<file path="config.mk">
export PLATFORM = sky130hd
export DESIGN_NAME = txq_ring_mgr
export DESIGN_NICKNAME = d
export VERILOG_FILES = /design/src/rtl/txq_ring_mgr.sv
export SDC_FILE = /design/constraint.sdc
export NUM_CORES = 1
export LEC_CHECK = 0
export BUFFER_PORTS_ARGS = -buffer_cell sky130_fd_sc_hd__buf_2
export CAP_MARGIN = 20
export CORE_ASPECT_RATIO = 0.9
export CORE_MARGIN = 5
export CORE_UTILIZATION = 61
export DETAILED_ROUTE_END_ITERATION = 8
export PLACE_DENSITY = 0.86
export SLEW_MARGIN = 15
export SYNTH_ARGS = -nofsm -noshare
export SYNTH_HDL_FRONTEND = slang
export SYNTH_SLANG_ARGS = --single-unit
</file>
<file path="constraint.sdc">
create_clock -name clk -period 3.98 [get_ports clk]
set_input_delay 0.796 -clock clk [delete_from_list [all_inputs] [get_ports clk]]
set_output_delay 0.796 -clock clk [all_outputs]
set_load 0.005 [all_outputs]
</file>
<file path="src/rtl/txq_ring_mgr.sv">
module txq_ring_mgr #(
  parameter int IDX_W   = 3,
  parameter int LEN_W   = 11,
  parameter int NUM_RST = 3
) (
  input  logic             clk,
  input  logic             rst_n,
  input  logic             tx_en,
  input  logic             desc_we,
  input  logic             desc_sel,
  input  logic [IDX_W-1:0] desc_idx,
  input  logic [31:0]      desc_wdata,
  input  logic             num_we,
  input  logic [IDX_W-1:0] num_wdata,
  input  logic             prod_we,
  input  logic [IDX_W-1:0] prod_wdata,
  output logic [IDX_W-1:0] prod_idx,
  output logic [IDX_W-1:0] cons_idx,
  output logic             ring_full,
  output logic             tx_active,
  output logic             req_valid,
  input  logic             req_ready,
  input  logic             req_err,
  output logic [31:0]      req_ptr,
  output logic [LEN_W:0]   req_len,
  output logic             req_last,
  input  logic [IDX_W-1:0] stat_idx,
  output logic [31:0]      stat_rdata
);
  localparam int DEPTH    = 1 << IDX_W;
  localparam int LAST_BIT = 30;
  localparam int DONE_BIT = 31;
  localparam int ERR_BIT  = 30;

  logic [IDX_W-1:0] num_q, prod_q, cons_q;
  logic [31:0] ptr_mem  [DEPTH];
  logic [31:0] ctl_mem  [DEPTH];
  logic [31:0] stat_mem [DEPTH];

  function automatic logic [IDX_W-1:0] step(input logic [IDX_W-1:0] i, input logic [IDX_W-1:0] lim);
    return (i == lim) ? '0 : IDX_W'(i + 1'b1);
  endfunction

  logic empty, num_acc, prod_acc, fire;
  logic [31:0] cur_ctl, done_word;

  assign empty     = (prod_q == cons_q);
  assign ring_full = (step(prod_q, num_q) == cons_q);
  assign tx_active = !empty;
  assign num_acc   = num_we && !tx_en && (num_wdata != '0);
  assign prod_acc  = prod_we && !ring_full && (prod_wdata <= num_q);
  assign req_valid = tx_en && !empty;
  assign fire      = req_valid && req_ready;

  assign cur_ctl  = ctl_mem[cons_q];
  assign req_ptr  = ptr_mem[cons_q];
  assign req_len  = {1'b0, cur_ctl[LEN_W-1:0]} + 1'b1;
  assign req_last = cur_ctl[LAST_BIT];

  always_comb begin
    done_word = '0;
    done_word[LEN_W-1:0] = cur_ctl[LEN_W-1:0];
    done_word[ERR_BIT]   = req_err;
    done_word[DONE_BIT]  = 1'b1;
  end

  assign prod_idx   = prod_q;
  assign cons_idx   = cons_q;
  assign stat_rdata = stat_mem[stat_idx];

  always_ff @(posedge clk or negedge rst_n) begin
    if (!rst_n) begin
      num_q  <= IDX_W'(NUM_RST);
      prod_q <= '0;
      cons_q <= '0;
    end else if (num_acc) begin
      num_q  <= num_wdata;
      prod_q <= '0;
      cons_q <= '0;
    end else begin
      if (prod_acc) prod_q <= prod_wdata;
      if (fire)     cons_q <= step(cons_q, num_q);
    end
  end

  always_ff @(posedge clk or negedge rst_n) begin
    if (!rst_n) begin
      for (int i = 0; i < DEPTH; i++) begin
        ptr_mem[i]  <= '0;
        ctl_mem[i]  <= '0;
        stat_mem[i] <= '0;
      end
    end else begin
      if (desc_we && !desc_sel) ptr_mem[desc_idx] <= desc_wdata;
      if (desc_we &&  desc_sel) ctl_mem[desc_idx] <= desc_wdata;
      if (num_acc) begin
        for (int i = 0; i < DEPTH; i++) stat_mem[i] <= '0;
      end else if (fire) begin
        stat_mem[cons_q] <= done_word;
      end
    end
  end

  // both indices stay inside the configured ring
  p_idx_in_range_r2: assert property (@(posedge clk) disable iff (!rst_n)
    (prod_q <= num_q) && (cons_q <= num_q));

  // a write into a full ring leaves the produce index alone
  p_full_write_ignored_r3: assert property (@(posedge clk) disable iff (!rst_n)
    (ring_full && prod_we && !num_acc) |=> (prod_q == $past(prod_q)));

  // an accepted frame moves the consume index one step with wrap
  p_cons_advance_r6: assert property (@(posedge clk) disable iff (!rst_n)
    (req_valid && req_ready) |=>
      (cons_q == (($past(cons_q) == num_q) ? '0 : IDX_W'($past(cons_q) + 1'b1))));

  // without an accepted frame the consume index holds
  p_cons_hold_r5: assert property (@(posedge clk) disable iff (!rst_n)
    (!(req_valid && req_ready) && !num_acc) |=> $stable(cons_q));

  // an offered request is never withdrawn until taken or disabled
  p_req_sticky_r5: assert property (@(posedge clk) disable iff (!rst_n)
    (req_valid && !req_ready && !num_acc && !prod_we) |=> (req_valid || !tx_en));
endmodule

</file>
==> results.toml <==
[outcome]
status = "completed"

[detailed_routing]
drc_errors = 0
routedWlPerCell_microns = 24.4
avgViaCountPerCell = 6.53
drtAntennaViolNets = 0
drt-pass1-iter-count = 5
drt_wl_total_microns = 53400
vias = 14300
drt_iter0_drc = 1474

[grt]
grt_pass1_vias = 15100
use_met2_pct = 46.8
grt_max_degree = 110
grtUsageMet3_pct = 4.15
busiest_layer = "met2"
antenna_found_initial = 5
gr-usage-met1_pct = 38.5
globalRouteTotalUtil_pct = 28.1
grt_pass1_wl_microns = 84400
gr-total-overflow = 0

[timing]
holdWs_ns = 0.282
hold_viol = 0
finalCritPeriodShare_pct = 96.3
fin_tns_setup_ns = 0
rsz0062_at_grt = "false"
clock_skew_ns = 0.0200
max_freq_ghz = 0.261
max_slew_margin_pct = 29.3
setup_violations = 0
finalCriticalPeriod_ns = 3.83
slew_viol_final = 0
worstMarginPinSlew_ns = 1.06

[setup_path]
required_ns = 3.18
worstPathCellList = "buf_4 -> mux4_2 -> mux2i_2 -> buf_4 -> or2_4 -> nor4b_2 -> nand2_1 -> xor2_1 -> buf_2"
crit_start = "cons_idx[1]$_DFFE_PN0P_"
endpoint_kind = "output pin"
r2r_end = "stat_mem[165]$_DFFE_PN0P_"
cp_slowest_cell = "dfrtp_4"
endpoint = "req_len[7]"
cp.arrival_ns = 3.04
cp_max_fo = 25
r2r_cells = 8
crit_path_max_incr_delay_ns = 0.62
start_kind = "flop"
crit_type = "flop to output pin"
regToRegSetupSlack_ns = 1.55
path_common_cell = "buf_4"
r2r_start = "cons_idx[2]$_DFFE_PN0P_"

[clocking]
clock-root-buffer = "clkbuf_16"
clockBufferDepth = 3
cts_tree = "yes"
cts_hold_buffers = 0
clk_pin_slew_ns = 0.06
cts_buffers = 46
htreeDepth = 2
clock_latency_ns = 0.58
cts.sinks = 465

[pwr]
power.density_nw_per_um2 = 618
peakVddDrop_mv = 0.409
power_leakage_nw = 10.4

[synth]
syn_area_per_cell_sq_um = 13.2
synth_edf_count = 0
synth_most_common_cell = "dfrtp_1"
synth_top_cell_area_share_pct = 55.2
netlist_area_sq_um = 21000
synth_cells = 1590
yosys.area.top_type = "dfrtp_1"
ys_top_cells_by_area = "dfrtp_1, mux2_2, mux4_2"
ys_seq_elements = 465
synthDistinctLibCells = 64
yosys_warnings = 0
synthArstFlopShare_pct = 100
yosysSeqAreaShare_pct = 55.5
synth_common_cells = "dfrtp_1, mux2_2, nand3_1"
postSynth.topFlopCell = "dfrtp_1"

[cells_and_area]
final_nets = 1751
fin_cells = 2192
fillers = 2187
layout-drive-gt1-share_pct = 40.0
syn2layout_area_growth_pct = 13.3

[floorplanning]
core_sq_um = 34000
num_rows = 64
start_util_pct = 61.8
chipHeight_microns = 186
chipWidth_microns = 205
dieArea_sq_um = 38200
io_pins = 139

[run]
maxCapViolCount = 0

[placement]
io_buffers = 119
place_congestion = 0.826
dp_hpwl_microns = 32500
placedCellCount = 2103

[hold_path]
hold_path_class = "primary input to asynchronous set/reset pin"
critical path: cells and delay by family, from the launching register on:
kind | cells | cell delay [ns]
AND/OR/NAND/NOR | 3 | 0.70
multiplexers | 2 | 0.41
buffers and inverters | 3 | 0.57
flip-flops | 1 | 0.62
XOR/XNOR | 1 | 0.15
layout make-up:
type	count	area (sq um)	share of cell area, %
diodes	6	15.0	0.0632
inverters	20	75.1	0.316
repair buffers	182	1220	5.12
clock inverters	14	189	0.795
clock buffers	66	1330	5.58
flip-flops and latches	465	11600	49.0
well taps	462	578	2.43
multi-input cells	977	8720	36.7
where the power goes:
part           internal, mW  leakage [nW]  switching (mW)
clock                  2.52         0.750            1.83
sequential             5.71          5.87           0.636
combinational          1.87          3.79            2.12
per-stage QoR:
stage          setup slack [ns]  utilization [%]  power (mW)  cell area, sq um
3_3_place_gp              0.685             65.4        10.1             22200
4_1_cts                  0.0424             69.9        14.7             23700
3_5_place_dp              0.616             65.4        10.3             22200
6_report                  0.147             70.0        14.7             23800
2_1_floorplan             0.720                -        8.71             21000
5_1_grt                  0.0144             70.0        15.3             23800
what timing repair did:
item | in CTS | in global routing
pin swaps | 0 | 1
buffers inserted | 0 | 3
resized for setup | 1 | 3
setup endpoints to repair | 1 | 12
logic make-up (layout without fill, tap and decap cells):
logic type	Yosys count	after routing	share of synthesized area, %
and+or+nand+nor	238	238	5.88
AOI/OAI and AO/OA	265	265	8.44
adders and majority gates	6	6	0.358
muxes	429	429	25.2
buffers and inverters	166	282	3.78
DFF	465	465	55.5
xor gates and xnor gates	20	20	0.835
other	1	25	0.0179
placed cells by master (no fill, tap or decap), types with 3 or more instances in the layout:
master / count
a21oi_1: 15
a221o_1: 3
a221oi_1: 17
a22o_1: 16
a22oi_1: 89
buf_12: 11
buf_2: 118
buf_4: 52
bufinv_16: 3
clkbuf_1: 10
clkbuf_16: 46
clkbuf_8: 10
clkinv_2: 8
conb_1: 19
dfrtp_1: 460
diode_2: 6
ha_1: 6
inv_1: 16
inv_2: 4
mux2_1: 7
mux2_2: 357
mux2i_1: 20
mux4_2: 41
nand2_1: 27
nand2b_1: 8
nand3_1: 119
nand3b_1: 9
nand4_1: 14
nor2_1: 22
nor2_4: 10
nor2b_1: 3
nor3_1: 5
o21ai_0: 69
o21ai_1: 38
xnor2_1: 10
xor2_1: 10
state kept, by name, indices dropped and copies added (netlist names):
name and count:
stat_mem 104, ptr_mem 256, prod_idx 3, ctl_mem 96, cons_idx 3, num_q 3
routing by layer:
metal / wire, microns / up-vias
met5: 0 / -
met4: 1390 / 0
met3: 3540 / 113
met2: 26700 / 642
met1: 21700 / 7505
li1: - / 6046
worst min path at each step:
stage,endpoint,slack [ns],cells past startpoint
4_1_cts,stat_mem[73]$_DFFE_PN0P_,0.34,1
2_1_floorplan,ptr_mem[135]$_DFFE_PN0P_,0.46,1
3_3_place_gp,ptr_mem[137]$_DFFE_PN0P_,0.47,1
3_5_place_dp,ptr_mem[135]$_DFFE_PN0P_,0.48,1
6_report,stat_mem[105]$_DFFE_PN0P_,0.28,1
5_1_grt,stat_mem[102]$_DFFE_PN0P_,0.37,1
(Power assumes the default switching activity.)
